## src/rtl/ppg_pkg.sv

```systemverilog
package ppg_pkg;

    localparam int NUM_DIV = 5;
    localparam int SEL_W   = 3;
    localparam int SEL_TB  = NUM_DIV;

    typedef enum logic [1:0] {
        A_CTRL = 2'd0,
        A_CSEL = 2'd1,
        A_LOW  = 2'd2,
        A_HIGH = 2'd3
    } reg_addr_e;

    typedef enum logic [1:0] {
        M_SOLO    = 2'b00,
        M_CASCADE = 2'b01,
        M_RSV2    = 2'b10,
        M_RSV3    = 2'b11
    } mode_e;

    typedef struct packed {
        mode_e mode;
        logic  flag;
        logic  irq_en;
        logic  pin_en;
        logic  run;
    } ctrl_t;

    localparam int CTRL_W = $bits(ctrl_t);

    function automatic logic pick_tick(input logic [SEL_W-1:0] sel,
                                       input logic [NUM_DIV-1:0] div,
                                       input logic tb);
        logic t;
        t = 1'b0;
        for (int k = 0; k < NUM_DIV; k++) begin
            if (int'(sel) == k) t = div[k];
        end
        if (int'(sel) == SEL_TB) t = tb;
        return t;
    endfunction

endpackage

```

## src/rtl/ppg_regs.sv

```systemverilog
module ppg_regs
    import ppg_pkg::*;
#(
    parameter int W = 8
) (
    input  logic             clk,
    input  logic             rst,
    input  logic             wr_en,
    input  logic [1:0]       wr_addr,
    input  logic [W-1:0]     wr_data,
    input  logic [1:0]       rd_addr,
    output logic [W-1:0]     rd_data,
    input  logic             uf_in,
    output ctrl_t            ctrl,
    output logic [SEL_W-1:0] csel,
    output logic [W-1:0]     low_rel,
    output logic [W-1:0]     high_rel
);
    reg_addr_e    waddr;
    reg_addr_e    raddr;
    logic [W-1:0] high_stage;
    logic         flag_clr;

    assign waddr    = reg_addr_e'(wr_addr);
    assign raddr    = reg_addr_e'(rd_addr);
    assign flag_clr = wr_en && (waddr == A_CTRL) && !wr_data[3];

    always_ff @(posedge clk) begin
        if (rst) begin
            ctrl       <= '0;
            csel       <= '0;
            low_rel    <= '0;
            high_rel   <= '0;
            high_stage <= '0;
        end else begin
            if (wr_en) begin
                unique case (waddr)
                    A_CTRL: begin
                        ctrl.run    <= wr_data[0];
                        ctrl.pin_en <= wr_data[1];
                        ctrl.irq_en <= wr_data[2];
                        ctrl.mode   <= mode_e'(wr_data[5:4]);
                    end
                    A_CSEL: csel <= wr_data[SEL_W-1:0];
                    A_LOW: begin
                        low_rel  <= wr_data;
                        high_rel <= high_stage;
                    end
                    A_HIGH: high_stage <= wr_data;
                endcase
            end
            if (uf_in)         ctrl.flag <= 1'b1;
            else if (flag_clr) ctrl.flag <= 1'b0;
        end
    end

    always_comb begin
        unique case (raddr)
            A_CTRL:  rd_data = W'(ctrl);
            A_CSEL:  rd_data = W'(csel);
            A_LOW:   rd_data = low_rel;
            A_HIGH:  rd_data = high_rel;
        endcase
    end

    a_r6_flag_set: assert property (@(posedge clk) disable iff (rst)
        uf_in |=> ctrl.flag);

    a_r8_stage_only: assert property (@(posedge clk) disable iff (rst)
        (wr_en && waddr == A_HIGH) |=> $stable(high_rel));

endmodule

```

## src/rtl/ppg_clksel.sv

```systemverilog
module ppg_clksel
    import ppg_pkg::*;
(
    input  logic [SEL_W-1:0]   csel,
    input  mode_e              mode,
    input  logic [NUM_DIV-1:0] div_tick,
    input  logic               tb_tick,
    input  logic               partner_uf,
    output logic               tick
);
    always_comb begin
        if (mode == M_CASCADE) tick = partner_uf;
        else                   tick = pick_tick(csel, div_tick, tb_tick);
    end
endmodule

```

## src/rtl/ppg_core.sv

```systemverilog
module ppg_core #(
    parameter int W = 8
) (
    input  logic         clk,
    input  logic         rst,
    input  logic         run,
    input  logic         tick,
    input  logic [W-1:0] low_rel,
    input  logic [W-1:0] high_rel,
    output logic         level,
    output logic         uf
);
    logic [W-1:0] cnt;
    logic         armed;
    logic         count_now;
    logic         wrap;

    assign count_now = run && !armed && tick;
    assign wrap      = count_now && (cnt == '0);

    always_ff @(posedge clk) begin
        if (rst) begin
            cnt   <= '0;
            level <= 1'b0;
            armed <= 1'b1;
            uf    <= 1'b0;
        end else begin
            uf <= wrap;
            if (!run) begin
                armed <= 1'b1;
                level <= 1'b0;
            end else if (armed) begin
                cnt   <= low_rel;
                armed <= 1'b0;
            end else if (count_now) begin
                if (cnt == '0) begin
                    level <= ~level;
                    cnt   <= level ? low_rel : high_rel;
                end else begin
                    cnt <= cnt - 1'b1;
                end
            end
        end
    end

    a_r2_toggle_on_wrap: assert property (@(posedge clk) disable iff (rst)
        uf |-> (level != $past(level)));

    a_r9_idle_low: assert property (@(posedge clk) disable iff (rst)
        !run |=> !level);

    a_r3_hold_no_tick: assert property (@(posedge clk) disable iff (rst)
        (run && !armed && !tick) |=> $stable(cnt));

endmodule

```

## src/rtl/dual_reload_ppg.sv

```systemverilog
module dual_reload_ppg
    import ppg_pkg::*;
#(
    parameter int W = 8
) (
    input  logic               clk,
    input  logic               rst,
    input  logic               wr_en,
    input  logic [1:0]         wr_addr,
    input  logic [W-1:0]       wr_data,
    input  logic [1:0]         rd_addr,
    output logic [W-1:0]       rd_data,
    input  logic [NUM_DIV-1:0] div_tick,
    input  logic               tb_tick,
    input  logic               partner_uf,
    input  logic               partner_irq,
    output logic               pulse_out,
    output logic               uf_out,
    output logic               irq_out
);
    ctrl_t            ctrl;
    logic [SEL_W-1:0] csel;
    logic [W-1:0]     low_rel;
    logic [W-1:0]     high_rel;
    logic             tick;
    logic             level;

    ppg_regs #(.W(W)) u_regs (
        .clk      (clk),
        .rst      (rst),
        .wr_en    (wr_en),
        .wr_addr  (wr_addr),
        .wr_data  (wr_data),
        .rd_addr  (rd_addr),
        .rd_data  (rd_data),
        .uf_in    (uf_out),
        .ctrl     (ctrl),
        .csel     (csel),
        .low_rel  (low_rel),
        .high_rel (high_rel)
    );

    ppg_clksel u_clksel (
        .csel       (csel),
        .mode       (ctrl.mode),
        .div_tick   (div_tick),
        .tb_tick    (tb_tick),
        .partner_uf (partner_uf),
        .tick       (tick)
    );

    ppg_core #(.W(W)) u_core (
        .clk      (clk),
        .rst      (rst),
        .run      (ctrl.run),
        .tick     (tick),
        .low_rel  (low_rel),
        .high_rel (high_rel),
        .level    (level),
        .uf       (uf_out)
    );

    assign pulse_out = level && ctrl.pin_en;
    assign irq_out   = (ctrl.flag && ctrl.irq_en) || partner_irq;

endmodule

```

## config.mk

```make
export PLATFORM = sky130hd
export DESIGN_NAME = dual_reload_ppg
export DESIGN_NICKNAME = d
export VERILOG_FILES = /design/src/rtl/ppg_pkg.sv /design/src/rtl/ppg_regs.sv /design/src/rtl/ppg_clksel.sv /design/src/rtl/ppg_core.sv /design/src/rtl/dual_reload_ppg.sv
export SDC_FILE = /design/constraint.sdc
export NUM_CORES = 1
export LEC_CHECK = 0
export BUFFER_PORTS_ARGS = -buffer_cell sky130_fd_sc_hd__clkbuf_2
export CORE_MARGIN = 3
export CORE_UTILIZATION = 42
export DETAILED_ROUTE_END_ITERATION = 6
export PLACE_DENSITY = 0.64
export SYNTH_ARGS = -nofsm -noshare
export SYNTH_HDL_FRONTEND = slang
export SYNTH_SLANG_ARGS = --single-unit
```

## constraint.sdc

```tcl
create_clock -name clk -period 2.1 [get_ports clk]
set_clock_uncertainty 0.1 [all_clocks]
set_input_delay 0.315 -clock clk [delete_from_list [all_inputs] [get_ports clk]]
set_output_delay 0.315 -clock clk [all_outputs]
set_load 0.02 [all_outputs]
```

==> After elaboration in Yosys (flattened, before gate mapping) <==
Cells that the tools add are included.
{ "totals": {"input_bits": 23, "reg_bits": 44, "out_inout_bits": 11} }
{ "op_classes": {"n_mux": 15, "eq_ne": 12, "bitwise_logic": 3, "addsub": 1, "n_reduce_logical": 23} }
{ "op_table": {"columns": ["operator", "n"], "rows": [
  ["8-bit two-way mux", 4],
  ["8-bit one-hot mux with 4 select lines", 1],
  ["3-bit equality test (second input constant)", 4],
  ["1-bit two-way mux", 10],
  ["2-bit AND reduction", 5],
  ["2-bit equality test (second input constant)", 4],
  ["8-bit logical NOT", 1],
  ["8-bit by 1-bit subtractor with 8-bit output (second input constant)", 1],
  ["1-bit logical AND", 7],
  ["2-bit by 1-bit equality test with 1-bit output (second input constant)", 3],
  ["2-bit logical NOT", 2],
  ["2-bit nonzero test", 2],
  ["3-bit by 2-bit equality test with 1-bit output (second input constant)", 1],
  ["3-bit logical NOT", 1],
  ["1-bit NOT", 3],
  ["3-bit AND reduction", 1],
  ["1-bit logical NOT", 2],
  ["2-bit OR reduction", 1],
  ["1-bit logical OR", 1]
]} }

==> Depth between registers and ports, before layout <==
{ "logic_depth": {"depth_word": 11, "ltp_mapped": 7, "mapped_depth_nobuf": 7} }

==> Modules after synthesis <==
A second synthesis with hierarchy kept.
{ "unflattened": {"cells_unflattened": 241, "hier_area_um2": 2328.5} }
{ "by_module_without_submodules": {"columns": ["mod", "seq_area_each_um2", "instances", "cells_each", "area_each_um2"], "rows": [
  ["ppg_regs", 660.6, 1, 138, 1495.2],
  ["ppg_core", 220.2, 1, 94, 755.7],
  ["ppg_clksel", 0.0, 1, 7, 63.8],
  ["dual_reload_ppg", 0.0, 1, 2, 13.8]
]} }

==> Worst setup path before layout <==
Ideal clock, no wire load.
{ "synth_path": {"path_kind": "reg-to-reg", "start": "register u_core.cnt[2]", "end": "register u_core.cnt[7]", "t_arrival_ns": 1.655, "slack_ns": 0.211, "required_time_ns": 1.867, "path_stages_with_launch": 6, "synth_period_minus_slack_ns": 1.889, "cell_sequence": "dfxtp_1 -> or4_1 -> nor4_2 -> mux2_1 -> a311oi_1 -> a211oi_1"} }
{ "synth_via": {"elab_chain_len": 4, "word_cells_on_any_way": 5, "classes_between": "add/sub (1); mux (3); reduce/logical (1)"} }
{ "synth_rtl": {"columns": ["element", "line_no", "text"], "rows": [
  ["from (decl)", "ppg_core.sv:13", "logic [W-1:0] cnt;"],
  ["from (signal assigned)", "ppg_core.sv:33", "cnt <= low_rel;"],
  ["from (signal assigned)", "ppg_core.sv:38", "cnt <= level ? low_rel : high_rel;"],
  ["from (signal assigned)", "ppg_core.sv:40", "cnt <= cnt - 1'b1;"],
  ["8-bit by 1-bit subtractor with 8-bit output or 8-bit logical NOT (tied branches)", "ppg_core.sv:40, ppg_core.sv:36", null],
  ["8-bit two-way mux *", "ppg_core.sv:36", "if (cnt == '0) begin"],
  ["8-bit two-way mux *", "ppg_core.sv:35", "end else if (count_now) begin"],
  ["8-bit two-way mux *", "ppg_core.sv:32", "end else if (armed) begin"]
]} }
Every way passes the cells marked *; elsewhere a longest branch is shown, timed or not. The select of a mux whose other input is x is not followed.
A chain may end at the register's enable or synchronous reset.

==> Final worst setup path <==
{ "layout_path": {"start": "register u_core.cnt[0]", "end": "register u_core.cnt[7]"} }
Same word-level chain as after synthesis.

==> results.yml <==
run_status:
  status: "completed"
routing:
  first_pass_iters: 4
  routed_via_density: 5.45
  drtIter0Drc: 96
  wl_um: 5480
  detail-route-antenna-nets: 0
  drc_errors: 0
  via_count: 1995
  routedWlPerCell_um: 15.0
placement:
  dpl_cell_area_um2: 2530
  place.gp.congestion: 0.893
  port_buffers: 33
  dp_hpwl_um: 4070
  dpl_worst_slack_ns: 0.111
floorplan:
  core_area_um2: 4940
  num_rows: 25
  io_pins: 34
  start_util_pct: 45.2
  fp.dieH_um: 78.9
  die_w_um: 78.9
  die_area_um2: 6230
layout:
  final_area_um2: 2640
  final_nets: 323
  drive_gt1_share_pct: 24.7
  final_core_util_pct: 53.5
  diodes: 0
  area_delta_synth_final_pct: 18.3
global_routing:
  grt_pass1_vias: 1885
  overflow: 0
  grt_pass1_wl_um: 9160
  groute.usage.overall_pct: 18.9
  grt_start_max_net_pins: 39
  antenna_found_initial: 0
power_and_ir_drop:
  power_frac_clock_pct: 33.1
  swShare_pct: 27.4
  p_comb_share_pct: 13.4
  peakVddDrop_uv: 457
  netSwitchingPower_mw: 0.449
  pwr-share-seq_pct: 53.4
  leakage_nw: 1.07
  p_per_area_nw_per_um2: 619
  p_int_mw: 1.19
  power_mw: 1.64
synthesis:
  synth_seq_cells: 44
  ys_seq_area_share_pct: 39.4
  ys_top_cells_by_area: "dfxtp_1 (39%), mux2i_1 (9.0%), nand2_1 (6.6%)"
  synth_top_area_cell: "dfxtp_1"
  synth_top_area_share_pct: 39.4
  ys_warn_count: 0
  netlist_instances: 257
  syn_area_per_cell_um2: 8.69
  synth_most_common_cell: "dfxtp_1"
  async_flop_share_pct: 0
  syn_nets: 282
  synthDistinctLibCells: 49
  synth_edf_count: 0
  netlist_area_um2: 2230
  synthTopCellsByCount: "dfxtp_1 (44), nand2_1 (39), nor2_1 (28)"
  synth_ff_type: "dfxtp_1"
run:
  cap_violations: 0
sta:
  finalMaxSlewViolations: 0
  setup_viol: 0
  setup_tns_ns: 0
  hold_viol_final: 0
  worstMarginPinSlew_ns: 0.564
  setup_ws_ns: 0.0898
  finalCriticalPeriod_ns: 2.01
  finalCritPeriodShare_pct: 95.7
  relSlewSlack_pct: 62.4
  max_freq_mhz: 497
clock_network:
  cts.htree.levels: 2
  cts_tree: "yes"
  clockBufferDepth: 2
  cts_sinks: 44
  cts-root-buf: "clkbuf_8"
  path_clk_slew_ns: 0.09
  clkLatencyLatePin_ns: 0.30
  numCtsBuffers: 5
setup_path:
  required_ns: 2.17
  r2r_slack_ns: 0.09
  worstPathArrival_ns: 2.08
  critical_path_class: "flop to flop"
  critical-path-top-delay-family: "simple AND/OR/NAND/NOR gates"
  critPathMaxStageDelay_ns: 0.59
  worstPathCellList: "or4_1, nor4_2, mux2_1, a311oi_2, a211oi_1"
  cp_slowest_cell: "or4_1"
  endpoint_kind: "flop"
  path_max_fanout: 5
  critPathLaunchType: "flop"
  critPathBufInv: 0
worst_hold_path:
  hold_path_class: "input port to flop"
cell families after synthesis:
family	after synthesis	share of synthesized area (%)
AO/OA/AOI/OAI	63	18.7
XOR/XNOR	2	0.784
adder cells (fa/ha/maj)	2	1.12
buffers and inverters	19	3.19
flip-flops	44	39.4
multiplexers	27	14.0
AND/OR/NAND/NOR	100	22.7
cells in the final DEF (no fill, tap or decap), types with 2 or more instances in the layout:
| cell type | instances |
|---|---|
| a211oi_1 | 5 |
| a21oi_1 | 26 |
| a22o_1 | 3 |
| a31oi_1 | 2 |
| and2_1 | 2 |
| buf_4 | 13 |
| clkbuf_2 | 33 |
| clkbuf_8 | 5 |
| dfxtp_1 | 44 |
| ha_1 | 2 |
| inv_1 | 7 |
| mux2_2 | 3 |
| mux2i_1 | 20 |
| mux4_2 | 3 |
| nand2_1 | 39 |
| nand2b_1 | 3 |
| nand3_1 | 5 |
| nor2_1 | 28 |
| nor2b_1 | 3 |
| nor3_1 | 3 |
| nor3b_1 | 2 |
| o211ai_1 | 2 |
| o21ai_0 | 7 |
| o221ai_1 | 4 |
| o31ai_1 | 2 |
| or4_1 | 2 |
| xnor2_1 | 2 |
stage by stage:
stage | hold slack, ns | cells
4_1_cts | 0.138 | 365
3_3_place_gp | 0.341 | 357
6_report | 0.145 | 366
3_5_place_dp | 0.345 | 357
5_1_grt | 0.141 | 366
2_1_floorplan | 0.332 | 257
routing by layer:
| layer | GRT usage [%] | up-vias | share of wire, % |
|---|---|---|---|
| li1 | - | 1013 | - |
| met4 | 6.70 | 0 | 0.86 |
| met1 | 25.3 | 936 | 48 |
| met5 | 0 | - | 0 |
| met3 | 4.08 | 6 | 3.6 |
| met2 | 30.0 | 40 | 47 |
power by group through the flow:
stage / Clock (mW) / Sequential (mW) / Combinational, mW
floorplan: 0 / 0.888 / 0.142
global placement: 0 / 0.893 / 0.214
detailed placement: 0 / 0.893 / 0.214
CTS: 0.551 / 0.874 / 0.215
global route: 0.589 / 0.878 / 0.244
finish: 0.542 / 0.874 / 0.220
state kept, by name, summed over array words and instances (netlist names):
register	count
u_regs.low_rel	8
u_regs.high_rel	8
u_core.level	1
u_regs.ctrl	6
u_core.uf	1
u_regs.csel	3
u_regs.high_stage	8
u_core.armed	1
u_core.cnt	8
final timing paths:
kind | from | endpoint | cells past startpoint
max | u_core.cnt[0]$_SDFFE_PP0P_ | u_core.cnt[7]$_SDFFE_PP0P_ | 5
min | wr_data[7] | u_regs.low_rel[7]$_SDFFE_PP0P_ | 3
max reg2reg | u_core.cnt[0]$_SDFFE_PP0P_ | u_core.cnt[7]$_SDFFE_PP0P_ | 5
min reg2reg | u_regs.high_stage[3]$_SDFFE_PP0P_ | u_regs.high_rel[3]$_SDFFE_PP0P_ | 2
timing repair:
item                       in CTS  in global routing
resized for setup               0                  3
setup endpoints to repair       0                  5
hold buffers                    0                  0
buffers inserted                0                  1
worst reg2reg max path, stage by stage, from the launching register on:
cell,delay [ns]
dfxtp_1,0.35
or4_1,0.59
nor4_2,0.18
mux2_1,0.37
a311oi_2,0.20
a211oi_1,0.11
cell type report:
cell class | instances | area [um2]
fillers | 507 | 2300
multi-input cells | 194 | 1300
flip-flops and latches | 44 | 881
repair buffers | 46 | 263
well taps | 67 | 83.8
clock buffers | 6 | 72.6
inverters | 7 | 26.3
clock inverters | 2 | 16.3
Note: power is estimated with default switching activity, not from simulation.
